`src/rtl/intc_pkg.sv`:
```
package intc_pkg;
  localparam int unsigned NUM_SRC = 13;
  localparam int unsigned VEC_W   = 8;
  localparam int unsigned LEVELS  = 2;

  // Vectors are spaced by 8 bytes; the first-priority source sits in the
  // slot just below serial 1, the rest follow index order around it.
  function automatic logic [VEC_W-1:0] src_vector(input int unsigned idx);
    int unsigned slot;
    if (idx == 0)     slot = 7;
    else if (idx < 7) slot = idx;
    else              slot = idx + 1;
    return VEC_W'(8 * slot - 5);
  endfunction
endpackage

```
`src/rtl/intc_rst_sync.sv`:
```
module intc_rst_sync (
  input  logic clk,
  input  logic rst_n,
  output logic rst_sync_n
);
  logic [1:0] sync_q;

  always_ff @(posedge clk or negedge rst_n) begin
    if (!rst_n) sync_q <= 2'b00;
    else        sync_q <= {sync_q[0], 1'b1};
  end

  assign rst_sync_n = sync_q[1];
endmodule

```
`src/rtl/intc_prio_pick.sv`:
```
module intc_prio_pick #(
  parameter int unsigned N  = 13,
  parameter int unsigned IW = $clog2(N)
) (
  input  logic [N-1:0]  cand,
  output logic          hit,
  output logic [IW-1:0] idx
);
  always_comb begin
    hit = |cand;
    idx = '0;
    for (int i = N - 1; i >= 0; i--) begin
      if (cand[i]) idx = IW'(i);
    end
  end
endmodule

```
`src/rtl/intc_svc_track.sv`:
```
module intc_svc_track (
  input  logic clk,
  input  logic rst_n,
  input  logic set_en,
  input  logic set_hi,
  input  logic clr_en,
  output logic svc_hi,
  output logic svc_lo
);
  logic hi_q, lo_q, hi_d, lo_d, upd_en;

  always_comb begin
    hi_d   = hi_q;
    lo_d   = lo_q;
    upd_en = set_en | clr_en;
    if (clr_en) begin
      if (hi_q) hi_d = 1'b0;
      else      lo_d = 1'b0;
    end
    if (set_en) begin
      if (set_hi) hi_d = 1'b1;
      else        lo_d = 1'b1;
    end
  end

  always_ff @(posedge clk or negedge rst_n) begin
    if (!rst_n) begin
      hi_q <= 1'b0;
      lo_q <= 1'b0;
    end else if (upd_en) begin
      hi_q <= hi_d;
      lo_q <= lo_d;
    end
  end

  assign svc_hi = hi_q;
  assign svc_lo = lo_q;
endmodule

```
`src/rtl/intc_two_level.sv`:
```
module intc_two_level
  import intc_pkg::*;
#(
  parameter int unsigned N_SRC = NUM_SRC,
  localparam int unsigned IDX_W = $clog2(N_SRC)
) (
  input  logic             clk,
  input  logic             rst_n,
  input  logic             glb_en,
  input  logic [N_SRC-1:0] src_req,
  input  logic [N_SRC-1:0] src_en,
  input  logic [N_SRC-1:0] src_hi,
  input  logic             ack,
  input  logic             reti,
  output logic             irq,
  output logic [VEC_W-1:0] vec,
  output logic             isr_hi,
  output logic             isr_lo
);
  logic rst_int_n;
  logic [N_SRC-1:0] elig;
  logic [LEVELS-1:0][N_SRC-1:0] cand;
  logic [LEVELS-1:0]            phit;
  logic [LEVELS-1:0][IDX_W-1:0] pidx;
  logic take_hi, take_lo;
  logic irq_q, irq_d, lvl_q, lvl_d, load_en;
  logic [VEC_W-1:0] vec_q, vec_d;

  intc_rst_sync u_rst (.clk(clk), .rst_n(rst_n), .rst_sync_n(rst_int_n));

  always_comb begin
    elig    = src_req & src_en & {N_SRC{glb_en}};
    cand[0] = elig & ~src_hi;
    cand[1] = elig & src_hi;
  end

  for (genvar l = 0; l < LEVELS; l++) begin : g_lvl
    intc_prio_pick #(.N(N_SRC), .IW(IDX_W)) u_pick (
      .cand(cand[l]), .hit(phit[l]), .idx(pidx[l])
    );
  end

  always_comb begin
    take_hi = phit[1] && !isr_hi;
    take_lo = phit[0] && !isr_hi && !isr_lo;
    irq_d   = irq_q;
    vec_d   = vec_q;
    lvl_d   = lvl_q;
    load_en = 1'b0;
    if (irq_q) begin
      if (ack) begin
        irq_d   = 1'b0;
        load_en = 1'b1;
      end
    end else if (take_hi || take_lo) begin
      irq_d   = 1'b1;
      lvl_d   = take_hi;
      vec_d   = src_vector(32'(take_hi ? pidx[1] : pidx[0]));
      load_en = 1'b1;
    end
  end

  always_ff @(posedge clk or negedge rst_int_n) begin
    if (!rst_int_n) begin
      irq_q <= 1'b0;
      vec_q <= '0;
      lvl_q <= 1'b0;
    end else if (load_en) begin
      irq_q <= irq_d;
      vec_q <= vec_d;
      lvl_q <= lvl_d;
    end
  end

  intc_svc_track u_svc (
    .clk(clk), .rst_n(rst_int_n),
    .set_en(irq_q & ack), .set_hi(lvl_q), .clr_en(reti),
    .svc_hi(isr_hi), .svc_lo(isr_lo)
  );

  assign irq = irq_q;
  assign vec = vec_q;
endmodule

```
`config.mk`:
```
export PLATFORM = sky130hd
export DESIGN_NAME = intc_two_level
export DESIGN_NICKNAME = d
export VERILOG_FILES = /design/src/rtl/intc_pkg.sv /design/src/rtl/intc_rst_sync.sv /design/src/rtl/intc_prio_pick.sv /design/src/rtl/intc_svc_track.sv /design/src/rtl/intc_two_level.sv
export SDC_FILE = /design/constraint.sdc
export NUM_CORES = 1
export LEC_CHECK = 0
export ABC_CLOCK_PERIOD_IN_PS = 800
export BUFFER_PORTS_ARGS = -buffer_cell sky130_fd_sc_hd__buf_2
export CELL_PAD_IN_SITES_DETAIL_PLACEMENT = 1
export CELL_PAD_IN_SITES_GLOBAL_PLACEMENT = 1
export CORE_MARGIN = 8
export CORE_UTILIZATION = 35
export DETAILED_ROUTE_END_ITERATION = 6
export PLACE_DENSITY = 0.88
export SYNTH_ARGS = -nofsm -noshare
export SYNTH_HDL_FRONTEND = slang
export SYNTH_SLANG_ARGS = --single-unit
```
`constraint.sdc`:
```
create_clock -name clk -period 0.8 [get_ports clk]
set_input_delay 0.08 -clock clk [delete_from_list [all_inputs] [get_ports clk]]
set_output_delay 0.08 -clock clk [all_outputs]
set_load 0.005 [all_outputs]
```
======== Word level (Yosys, flattened, before mapping) ========
Index checks and enable logic that the tools add are counted.
operators by class
  bitwise operators ....................... 8
  muxes and demuxes ....................... 43
  $lt $le $gt $ge ......................... 1
  add/sub/neg operators ................... 2
  reductions and logical operators ........ 10
operator list
  kind                   count
  $mux W4                27
  $and A13 B13 Y13       4
  $logic_not A32 Y1      1
  $reduce_or A13 Y1      2
  $mux W5                4
  $not A13 Y13           1
  $mux W1                12
  $sub A8 B3 Y8 const B  1
  $add A4 B1 Y5 const B  1
  $lt A4 B3 Y1 const B   1
  $logic_and A1 B1 Y1    3
  $reduce_and A3 Y1      1
  $logic_not A1 Y1       2
  $and A1 B1 Y1          1
  $logic_or A1 B1 Y1     1
  $not A1 Y1             1
  $or A1 B1 Y1           1
storage, ports and cells
  word-level logic and storage cells ...... 70
  flip-flop bits (word level) ............. 14

======== Logic depth before layout (Yosys ltp) ========
  depth in word-level cells ............... 23
  depth in mapped cells ................... 16

======== Modules after synthesis ========
From an unflattened synthesis, not the netlist that was laid out.
second synthesis, totals
  cell total of the unflattened synthesis .. 171
  area total of the unflattened synthesis .. 1219.9 µm²
modules (own cells, without submodules)
  module          seq. area each (µm²)  times used  area an instance (µm²)  cells an instance
  intc_two_level  200.2                 1           809.5                   114
  intc_prio_pick  0.0                   2           137.6                   23
  intc_svc_track  50.0                  1           81.3                    8
  intc_rst_sync   50.0                  1           53.8                    3

======== Worst setup path before layout ========
No wires, ideal clock.
  path kind ............................... input-to-reg
  start ................................... in glb_en
  end ..................................... reg vec_q[7], in the netlist vec[7]
  slack ................................... -1.967 ns
  data arrival time ....................... 2.690 ns
  required time ........................... 0.723 ns
  stages on the path ...................... 15
  buffers on the path ..................... 1
  cells stage by stage .................... buf_2 > nand4_1 > nand4_1 > o41ai_4 > nand3b_1 > o21a_2 > inv_2 > ha_1 > nor3_1 > o21ai_0 > mux2i_1 > ha_1 > nand2_1 > o32a_1 > o21ai_1
between the ends
  longest elaborated chain between the ends .. 22
ends and longest elaborated chain
  element                                               RTL line                                    RTL
  from (decl)                                           intc_two_level.sv:9                         input logic glb_en,
  $and A13 B13 Y13 *                                    intc_two_level.sv:32                        elig = src_req & src_en & {N_SRC{glb_en}};
  $and A13 B13 Y13 (on tied branches)                   intc_two_level.sv:33, intc_two_level.sv:34
  $mux W4 (13 in a row)                                 intc_prio_pick.sv:13                        if (cand[i]) idx = IW'(i);
  $mux W4                                               intc_two_level.sv:58                        vec_d = src_vector(32'(take_hi ? pidx[1] : pidx[0]));
  $add A4 B1 Y5 / $lt A4 B3 Y1 (equally long branches)  intc_pkg.sv:12, intc_pkg.sv:11
  $mux W5                                               intc_pkg.sv:11                              else if (idx < 7) slot = idx;
  $mux W5                                               intc_pkg.sv:10                              if (idx == 0) slot = 7;
  $mux W5                                               intc_two_level.sv:55                        end else if (take_hi || take_lo) begin
  $mux W5                                               intc_two_level.sv:50                        if (irq_q) begin
  $sub A8 B3 Y8                                         intc_pkg.sv:13                              return VEC_W'(8 * slot - 5);
  to (signal assigned)                                  intc_two_level.sv:70                        vec_q <= vec_d;
  to (decl)                                             intc_two_level.sv:27                        logic [VEC_W-1:0] vec_q, vec_d;
Every way passes the cells marked *; elsewhere a longest branch is shown, timed or not. The select of a mux whose other input is x is not followed.
A chain may end at the register's enable or synchronous reset.

======== Worst setup path in the final report ========
Same ends and word-level chain as after synthesis.

==> reports/metrics.csv <==
metric,value,unit
crit_start,glb_en,
path_cells,bufbuf_16 -> buf_4 -> and4b_1 -> a311oi_1 -> o21ai_0 -> nand3_2 -> o21a_4 -> inv_4 -> ha_4 -> nor3_4 -> o21ai_2 -> mux2i_2 -> ha_2 -> nand2_1 -> o32a_1 -> o21ai_1,
synth_nets,208,
yosysTopAreaCellShare,21.7,%
grt_remaining_overflow,0,
fin_skew,0.0181,ns
hpwl,5.13,mm
gp_congestion,0.903,
syn_area_per_cell,8.59,um2
drv_slew,0,
final_util,70.6,%
io-pin-count,55,
min_period,3.06,ns
synth_xor_xnor_area_share,0.633,%
stdcell_count,348,
leakagePower,0.00132,uW
clock.fmax,0.327,GHz
synth_top_family_by_area,simple AND/OR/NAND/NOR gates,
worstSetupStartpointType,input port,
rows,23,
nets,346,
critPathMaxFanout,7,
r2r-start,u_svc.svc_hi$_DFFE_PN0P_,
cap_violations,0,
synth-async-reset-ratio,100,%
cp.required,1.01,ns
cp_data_arrival_time,3.27,ns
setup_viol,19,
routedWlPerCell,32.7,um
clk_latency,0.28,ns
drt_pass1_iterations,5,
ant_nets,0,
stdcell_area,2760,um2
synthTopCellsByCount,"nand4_1, dfrtp_1, o21ai_0",
synth_edf_count,0,
yosys_most_used_dff,dfrtp_1,
ys_seq_area_share,21.7,%
diodes,0,
post_dp_cell_area,2120,um2
clockBufferDepth,2,
cts_buffers,3,
io_buffers,53,
grt_pass1_vias,2426,
dp.cells,313,
cts.reportedPaths.clkPinSlew,0.08,ns
rsz0062_at_grt,true,
synth_top_area_cell,dfrtp_1,
post-route-period-util,382,%
drt_iter0_drc,251,
slew_headroom,63.8,%
yosys_warnings,0,
worst_pin_slew,0.543,ns
synth.distinct_cells,59,
ys_top_cells_by_area,"dfrtp_1, nand4_1, and4b_1",
violations,setup timing,
worst_slack,-2.26,ns
routed-via-count,2447,
core_area,3910,um2
hold_viol_final,0,
cts_tree,built,
clockRootBuffer,clkbuf_8,
clkSinkCount,12,
area_delta_synth_final,99.8,%
synthAdderAreaFrac,2.71,%
htree_levels,1,
grt_use_total,28.4,%
power_density,2470,nW/um2
peakVddDrop,2.40,mV
synth_compound_area_share,29.9,%
endpoint_kind,flip-flop,
synthesis.area,1380,um2
drive_above_1_share,62.4,%
grt_start_max_net_pins,11,
status,finished with violations,
start_util,35.3,%
pre_cts_ws,-2.35,ns
synth_cells,161,
via_per_inst,7.03,
drc,0,
path_class,input port to flip-flop,
hp-class,input port to flip-flop,
ys_ff_latch,12,
chipHeight,78.9,um
antenna_found_initial,0,
wl,11.4,mm
critPathMaxStageDelay,0.36,ns
cpMaxStageDelayCell,a311oi_1,
muxShareOfSynthArea,1.54,%
die_area,6220,um2
dieWidth,78.9,um
yosys.area_share.simple,37.1,%
grt_pass1_wl,13.7,mm
yosysMostFrequentCell,nand4_1,
worstHoldStart,reti,
-- sequential cells by signal, summed over array words and instances, names as in the netlist --
register / cells
lvl_q: 1
u_svc.svc_hi: 1
u_rst.sync_q: 2
irq: 1
u_svc.svc_lo: 1
vec: 6
-- kinds of logic (layout without fill, tap and decap cells) --
kind of cell / Yosys count / after routing
AND/OR/NAND/NOR: 75 / 75
other: 2 / 2
buffers and inverters: 15 / 152
adder cells (fa/ha/maj): 3 / 3
XOR/XNOR: 1 / 1
AO/OA/AOI/OAI: 51 / 51
multiplexers: 2 / 2
flip-flops: 12 / 12
-- worst max-delay path: cells and delay by family --
kind | cells | cell delay [ns]
AO/OA/AOI/OAI | 6 | 1.34
AND/OR/NAND/NOR | 4 | 0.60
adder cells (fa/ha/maj) | 2 | 0.46
buffers and inverters | 3 | 0.43
multiplexers | 1 | 0.33
-- where the power goes --
part           internal [uW]  switching, uW
sequential               832            215
clock                    440            334
combinational           2500           2500
total                   3770           3050
-- layout by cell type, fill, tap and decap left out, drive strengths merged, types with 2 or more instances in the layout --
master	instances
nand3b	2
and4b	9
o31ai	3
a211oi	3
a21oi	5
nor2	7
ha	3
o211ai	2
nand3	7
nand2b	3
nand2	9
and4	3
nor3	5
o21a	4
o21ai	13
nand4	18
a211o	3
dfrtp	12
a311oi	2
a21o	2
inv	8
buf	138
o41ai	2
nand4b	5
clkbuf	4
conb	2
-- layout make-up --
cell class,count,area [um2]
clock buffer,4,55.1
fill,433,1150
inverter,8,32.5
multi-input combinational,134,1180
sequential,12,300
tap,50,62.6
timing repair buffer,140,1130
-- metrics by stage --
| step | total power (uW) | setup TNS, ns | hold WS (ns) |
|---|---|---|---|
| 2_1_floorplan | 2550 | -9.92 | -0.216 |
| 3_3_place_gp | 3840 | -13.83 | -0.135 |
| 3_5_place_dp | 4020 | -15.01 | -0.133 |
| 4_1_cts | 5560 | -11.09 | 0.0224 |
| 5_1_grt | 6950 | -14.80 | 0.0442 |
| 6_report | 6820 | -14.41 | 0.0462 |
-- layer usage --
layer,share of wire [%],routed length [um],track usage [%]
met5,0,0,0
met4,11,1220,15.4
met3,10,1150,6.21
met2,46,5190,52.3
met1,34,3810,29.1
-- repair_timing --
item | CTS | global route
hold buffers | 1 | 0
resized for setup | 42 | 26
cloned | 3 | 0
setup buffers | 19 | 14
pin swaps | 15 | 7
hold endpoints to repair | 2 | 0
setup endpoints to repair | 20 | 20
-- path summary, 6_finish.rpt --
path / endpoint / slack, ns / cells after the start
worst min register to register: vec[5]$_DFFE_PN0P_ / 0.20 / 0
worst min-delay path: u_svc.svc_hi$_DFFE_PN0P_ / 0.05 / 2
min in group asynchronous: u_rst.sync_q[0]$_DFF_PN0_ / 0.11 / 2
max in group asynchronous: u_svc.svc_lo$_DFFE_PN0P_ / 0.22 / 0
worst max-delay path: vec[7]$_DFFE_PN0P_ / -2.26 / 16
worst max register to register: vec[7]$_DFFE_PN0P_ / -2.14 / 14
(Power assumes the default switching activity.)
